$ cat src/rtl/dmb_pkg.sv
package dmb_pkg;
  typedef enum logic [1:0] {
    OP_MASTER  = 2'd0,
    OP_SLAVE   = 2'd1,
    OP_STANDBY = 2'd2,
    OP_TEST    = 2'd3
  } op_mode_e;

  typedef enum logic [1:0] {
    MS_HOLD = 2'd0,
    MS_IDLE = 2'd1,
    MS_HIGH = 2'd2,
    MS_LOW  = 2'd3
  } mseq_e;

  function automatic op_mode_e decode_mode(input logic test, input logic mode);
    case ({test, mode})
      2'b00:   return OP_MASTER;
      2'b01:   return OP_SLAVE;
      2'b10:   return OP_STANDBY;
      default: return OP_TEST;
    endcase
  endfunction
endpackage

$ cat src/rtl/dmb_bit_ring.sv
module dmb_bit_ring #(
  parameter int DEPTH = 128
) (
  input  logic                       clk_i,
  input  logic                       rst_ni,
  input  logic                       flush_i,
  input  logic                       push_i,
  input  logic                       push_bit_i,
  input  logic                       pop_i,
  output logic                       head_o,
  output logic                       full_o,
  output logic [$clog2(DEPTH+1)-1:0] count_o
);
  localparam int AW = (DEPTH > 1) ? $clog2(DEPTH) : 1;
  localparam int CW = $clog2(DEPTH + 1);

  logic [DEPTH-1:0] mem_q;
  logic [AW-1:0]    wr_q, rd_q;
  logic [CW-1:0]    cnt_q;
  logic             push_ok, pop_ok;

  function automatic logic [AW-1:0] bump(input logic [AW-1:0] p);
    return (p == AW'(DEPTH - 1)) ? '0 : p + 1'b1;
  endfunction

  assign full_o  = (cnt_q == CW'(DEPTH));
  assign push_ok = push_i && !full_o;
  assign pop_ok  = pop_i && (cnt_q != '0);
  assign head_o  = mem_q[rd_q];
  assign count_o = cnt_q;

  always_ff @(posedge clk_i or negedge rst_ni) begin
    if (!rst_ni) begin
      mem_q <= '0;
    end else if (push_ok && !flush_i) begin
      mem_q[wr_q] <= push_bit_i;
    end
  end

  always_ff @(posedge clk_i or negedge rst_ni) begin
    if (!rst_ni) begin
      wr_q  <= '0;
      rd_q  <= '0;
      cnt_q <= '0;
    end else if (flush_i) begin
      wr_q  <= '0;
      rd_q  <= '0;
      cnt_q <= '0;
    end else begin
      if (push_ok) wr_q <= bump(wr_q);
      if (pop_ok)  rd_q <= bump(rd_q);
      cnt_q <= cnt_q + CW'(push_ok) - CW'(pop_ok);
    end
  end
endmodule

$ cat src/rtl/dmb_host_clk_sync.sv
module dmb_host_clk_sync (
  input  logic clk_i,
  input  logic rst_ni,
  input  logic host_clk_i,
  output logic fall_o
);
  logic [2:0] sh_q;

  always_ff @(posedge clk_i or negedge rst_ni) begin
    if (!rst_ni) sh_q <= '0;
    else         sh_q <= {sh_q[1:0], host_clk_i};
  end

  // sh_q[1] is the synchronized level, sh_q[2] its previous value
  assign fall_o = sh_q[2] && !sh_q[1];
endmodule

$ cat src/rtl/dmb_master_seq.sv
module dmb_master_seq
  import dmb_pkg::*;
#(
  parameter int HALF_CYC = 4
) (
  input  logic clk_i,
  input  logic rst_ni,
  input  logic clr_i,
  input  logic run_i,
  input  logic park_i,
  input  logic id_seen_i,
  input  logic avail_i,
  input  logic head_i,
  output logic pop_o,
  output logic sclk_o,
  output logic sdat_o
);
  localparam int CNTW = $clog2(HALF_CYC + 1);
  localparam logic [CNTW-1:0] RELOAD = CNTW'(HALF_CYC - 1);

  mseq_e           st_q;
  logic [CNTW-1:0] cnt_q;
  logic            at_end;

  assign at_end = (cnt_q == '0);
  assign pop_o  = run_i && !clr_i && avail_i &&
                  ((st_q == MS_IDLE) || ((st_q == MS_LOW) && at_end));

  always_ff @(posedge clk_i or negedge rst_ni) begin
    if (!rst_ni) begin
      st_q   <= MS_HOLD;
      cnt_q  <= '0;
      sclk_o <= 1'b1;
      sdat_o <= 1'b1;
    end else if (clr_i) begin
      st_q   <= MS_HOLD;
      cnt_q  <= '0;
      sclk_o <= 1'b1;
      sdat_o <= 1'b1;
    end else if (run_i) begin
      if (pop_o) begin
        st_q   <= MS_HIGH;
        cnt_q  <= RELOAD;
        sclk_o <= 1'b1;
        sdat_o <= head_i;
      end else begin
        case (st_q)
          MS_HOLD: if (id_seen_i) begin
            st_q   <= MS_IDLE;
            sclk_o <= 1'b0;
          end
          MS_HIGH: if (at_end) begin
            st_q   <= MS_LOW;
            cnt_q  <= RELOAD;
            sclk_o <= 1'b0;
          end else begin
            cnt_q <= cnt_q - 1'b1;
          end
          MS_LOW: if (at_end) st_q <= MS_IDLE;
                  else        cnt_q <= cnt_q - 1'b1;
          default: ;
        endcase
      end
    end else if (park_i && st_q != MS_HOLD) begin
      st_q   <= MS_IDLE;
      sclk_o <= 1'b0;
    end
  end
endmodule

$ cat src/rtl/dual_mode_bit_buffer.sv
module dual_mode_bit_buffer
  import dmb_pkg::*;
#(
  parameter int DEPTH    = 128,
  parameter int HALF_CYC = 4
) (
  input  logic clk_i,
  input  logic rst_ni,
  input  logic clr_i,
  input  logic sel_test_i,
  input  logic sel_mode_i,
  input  logic bit_vld_i,
  input  logic bit_i,
  input  logic id_det_i,
  input  logic host_clk_i,
  output logic clk_o,
  output logic clk_oe_o,
  output logic dat_o,
  output logic stat_no,
  output logic ovf_o
);
  localparam int CW = $clog2(DEPTH + 1);

  op_mode_e      op;
  logic          is_m, is_s, active;
  logic          id_seen_q, ready_n_q, ovf_q;
  logic          fall, m_pop, s_pop, push, head, full;
  logic          m_clk, m_dat;
  logic [CW-1:0] fill_cnt;

  assign op     = decode_mode(sel_test_i, sel_mode_i);
  assign is_m   = (op == OP_MASTER);
  assign is_s   = (op == OP_SLAVE);
  assign active = is_m || is_s;

  assign push  = active && !clr_i && bit_vld_i && id_seen_q;
  assign s_pop = is_s && !clr_i && fall && !ready_n_q && (fill_cnt != '0);

  dmb_host_clk_sync u_sync (
    .clk_i      (clk_i),
    .rst_ni     (rst_ni),
    .host_clk_i (host_clk_i),
    .fall_o     (fall)
  );

  dmb_bit_ring #(.DEPTH(DEPTH)) u_ring (
    .clk_i      (clk_i),
    .rst_ni     (rst_ni),
    .flush_i    (clr_i && is_s),
    .push_i     (push),
    .push_bit_i (bit_i),
    .pop_i      (m_pop || s_pop),
    .head_o     (head),
    .full_o     (full),
    .count_o    (fill_cnt)
  );

  dmb_master_seq #(.HALF_CYC(HALF_CYC)) u_mseq (
    .clk_i     (clk_i),
    .rst_ni    (rst_ni),
    .clr_i     (clr_i),
    .run_i     (is_m),
    .park_i    (is_s),
    .id_seen_i (id_seen_q),
    .avail_i   (fill_cnt != '0),
    .head_i    (head),
    .pop_o     (m_pop),
    .sclk_o    (m_clk),
    .sdat_o    (m_dat)
  );

  always_ff @(posedge clk_i or negedge rst_ni) begin
    if (!rst_ni) begin
      id_seen_q <= 1'b0;
      ready_n_q <= 1'b1;
      ovf_q     <= 1'b0;
    end else if (clr_i) begin
      id_seen_q <= 1'b0;
      ready_n_q <= 1'b1;
      ovf_q     <= 1'b0;
    end else if (active) begin
      if (id_det_i) id_seen_q <= 1'b1;
      if (push && full) ovf_q <= 1'b1;
      ready_n_q <= (fill_cnt == '0);
    end
  end

  assign clk_o    = m_clk;
  assign clk_oe_o = is_m;
  assign dat_o    = is_s ? head : m_dat;
  assign stat_no  = is_m ? !id_seen_q : (is_s ? ready_n_q : 1'b1);
  assign ovf_o    = ovf_q;
endmodule

$ cat config.mk
export PLATFORM = sky130hd
export DESIGN_NAME = dual_mode_bit_buffer
export DESIGN_NICKNAME = d
export VERILOG_FILES = /design/src/rtl/dmb_pkg.sv /design/src/rtl/dmb_bit_ring.sv /design/src/rtl/dmb_host_clk_sync.sv /design/src/rtl/dmb_master_seq.sv /design/src/rtl/dual_mode_bit_buffer.sv
export SDC_FILE = /design/constraint.sdc
export NUM_CORES = 1
export LEC_CHECK = 0
export BUFFER_PORTS_ARGS = -buffer_cell sky130_fd_sc_hd__buf_2
export CAP_MARGIN = 0
export CORE_UTILIZATION = 45
export CTS_BUF_LIST = sky130_fd_sc_hd__clkbuf_8
export DETAILED_ROUTE_END_ITERATION = 10
export PLACE_DENSITY = 0.61
export SETUP_SLACK_MARGIN = 0.1
export SKIP_LAST_GASP = 1
export SLEW_MARGIN = 20
export SYNTH_ARGS = -nofsm -noshare
export SYNTH_HDL_FRONTEND = slang
export SYNTH_SLANG_ARGS = --single-unit
export TNS_END_PERCENT = 5
$ cat constraint.sdc
create_clock -name clk_i -period 2.9 [get_ports clk_i]
set_input_delay 0 -clock clk_i [delete_from_list [all_inputs] [get_ports clk_i]]
set_output_delay 0 -clock clk_i [all_outputs]
set_load 0.005 [all_outputs]
==> flow_metrics.py <==
metrics = {
    "logic_synthesis": {
        "avgSynthCellArea_um2": 11.3,
        "yosys.cell_count.top_type": "dfrtp_1",
        "synth_common_cells": "160 x dfrtp_1, 154 x nand2_1, 110 x mux2_2",
        "synth_top_area_cell": "dfrtp_1",
        "synth_edf_count": 0,
        "synthCells": 777,
        "synth_area_leaders": "dfrtp_1 46%, mux2_2 14%, nand2_1 6.6%, mux4_2 6.4%, ha_1 3.1%",
        "yosys.cell_types.count": 60,
        "yosys_warnings": 0,
        "syn_nets": 809,
        "ys_ff_latch": 163,
        "synth-main-ff-cell": "dfrtp_1",
        "yosys.area.top_type_share_pct": 45.8,
        "async_flop_share_pct": 100,
        "ys_seq_area_share_pct": 46.7,
        "syn_area_um2": 8750,
    },
    "layout": {
        "post-route-util_pct": 52.5,
        "nets": 846,
        "area_delta_synth_final_pct": 13.5,
        "design_area_um2": 9930,
        "antennaDiodeCount": 0,
        "layout-drive-gt1-share_pct": 31.5,
    },
    "die": {
        "core_area_um2": 18900,
        "start_util_pct": 46.3,
        "dieWidth_um": 141,
        "io_pins": 14,
        "die_area_um2": 20000,
        "rows": 50,
        "dieHeight_um": 141,
    },
    "detailed_routing": {
        "top_layer_used": "met4",
        "drt-met1-wl_um": 9610,
        "drt-wirelength-per-cell_um": 19.1,
        "dr.first_iter.drc_count": 496,
        "firstDrtPassIters": 5,
        "totalWireLength_um": 20800,
        "vias": 6055,
        "drc_errors": 0,
        "met3_length_um": 839,
        "via_per_inst": 5.58,
        "ant_nets": 0,
        "wl_met2_um": 10000,
    },
    "grt": {
        "grt_pass1_vias": 6257,
        "grt_pass1_wl_um": 34000,
        "track_usage_pct": 22.5,
        "antenna_found_initial": 0,
        "grt_overflow_total": 0,
        "grt_max_degree": 129,
    },
    "timing": {
        "finalCritPeriodShare_pct": 103,
        "slew_headroom_pct": 45.6,
        "slew_violations": 0,
        "fmax_ghz": 0.335,
        "hold_viol": 0,
        "skew_ns": 0.0135,
        "rsz0062_at_grt": "true",
        "finalSetupViolations": 2,
        "min_period_ns": 2.99,
        "holdWs_ns": 0.0392,
        "tightestPinTransition_ns": 0.816,
        "setup_slack_ns": -0.0872,
    },
    "critical_path": {
        "cp-start-kind": "flop",
        "cp.arrival_ns": 3.34,
        "cp-end-kind": "flop",
        "r2r_cells": 16,
        "cp_max_fo": 2,
        "rrSetupSlack_ns": -0.09,
        "r2r_end": "u_ring.count_o[6]",
        "regToRegStartpoint": "u_ring.count_o[4]",
        "worstSetupPathType": "reg2reg",
        "critPathLaunch": "u_ring.count_o[4]",
        "cp-endpoint": "u_ring.count_o[6]",
        "crit_required_ns": 3.25,
    },
    "place": {
        "place_congestion": 0.838,
        "postPlaceCellArea_um2": 9290,
        "io_buffers": 13,
        "dp_hpwl_um": 13400,
    },
    "clocking": {
        "cts_buffers": 17,
        "cts.sinks": 163,
        "root_buffer": "clkbuf_8",
        "cts_max_level": 4,
        "clk_latency_ns": 0.47,
        "clock_path_buffers": 2,
        "cts.clk_slew.worst_paths_ns": 0.09,
        "cts_tree": "yes",
    },
    "power_and_ir_drop": {
        "p_leak_nw": 4.51,
        "cellPowerDensity_nw_per_um2": 552,
        "ir_worst_vdd_v": 0.000325,
    },
    "status": {
        "outcome": "complete, but fails checks",
        "failed_checks": "negative setup slack",
    },
    "flow_run": {
        "maxCapViolCount": 0,
    },
    "worst_hold_path": {
        "hold_path_class": "in2async",
    },
}
## area by class of cell
class	count	area (um2)
inverter	21	78.8
fill	1704	8970
clock buffer	19	262
clock inverter	12	155
multi-input combinational	544	4460
sequential	163	4090
timing repair buffer	67	556
tap	260	325
## worst min path at each step
stage | start | end
final | rst_ni | u_ring.mem_q[5]
after global routing | rst_ni | u_ring.mem_q[46]
after CTS | rst_ni | u_ring.mem_q[44]
after detailed placement | rst_ni | u_ring.mem_q[12]
after global placement | rst_ni | u_ring.mem_q[12]
after floorplan | rst_ni | id_seen_q
## cells in the final DEF, fill, tap and decap left out, types with 8 or more instances in the layout
master and n:
buf_2 12, mux2_2 110, buf_4 39, mux4_2 25, inv_1 18, nand3_1 8, ha_1 18, mux2i_1 18
mux2_1 21, o21ai_0 17, dlygate4sd3_1 10, nand2_1 153, clkbuf_8 19, a21oi_1 20, dfrtp_1 158, nor2_1 39
## flip-flops by register name (all words and copies together) (netlist names)
signal and count:
id_seen_q 1, ovf_o 1, ready_n_q 1, u_mseq.cnt_q 3, u_mseq.sclk_o 1, u_mseq.sdat_o 1
u_mseq.st_q 2, u_ring.count_o 8, u_ring.mem_q 128, u_ring.rd_q 7, u_ring.wr_q 7, u_sync.sh_q 3
## cell families (layout without fill, tap and decap cells)
group           Yosys count  in the layout  share of synthesized area, %
mux                     174            174                          25.4
simple gates            259            259                          14.3
buf+inv                  70            119                          3.38
xor+xnor                  9              9                         0.901
fa+ha+maj                23             23                          3.38
flops                   163            163                          46.7
compound gates           79             79                          5.99
## metrics by stage
stage	setup TNS (ns)	instances	setup WS (ns)	power (W)
after global placement	0	1039	0.0247	0.00362
after CTS	-0.188	1081	-0.113	0.00546
final	-0.143	1086	-0.0872	0.00548
after floorplan	0	777	0.0742	0.00327
after detailed placement	-0.138	1039	-0.138	0.00365
after global routing	-0.669	1086	-0.264	0.00578
## what timing repair did
action / 4_1_cts / 5_1_grt
hold buffers: 10 / 0
cloned: 0 / 0
pin swaps: 3 / 11
resized for setup: 3 / 11
setup buffers: 1 / 5
endpoints found under the hold margin: 120 / 0
endpoints found under the setup margin: 4 / 23
## routing by layer
layer	global-route usage, %	vias to the layer above
met5	0	-
met4	6.51	0
met3	4.52	21
met2	36.8	130
met1	30.4	3108
li1	-	2796
## power by group
part	internal [W]	switching [W]
Clock	0.000897	0.000863
Combinational	0.000605	0.000678
Sequential	0.00236	0.0000754
Total	0.00387	0.00162
## worst max-delay path: stages, from the launching register on
cell	delay [ns]
dfrtp_1	0.40
inv_2	0.09
ha_4	0.12
nor4bb_4	0.30
nand2_1	0.13
a21boi_4	0.17
ha_4	0.26
inv_2	0.04
ha_4	0.15
fa_2	0.37
a21oi_2	0.15
o21bai_1	0.10
a21oi_1	0.17
nor2_1	0.07
nor2_1	0.13
xor2_1	0.17
nor2_1	0.07
No activity file was read; power rests on OpenSTA's default activity.
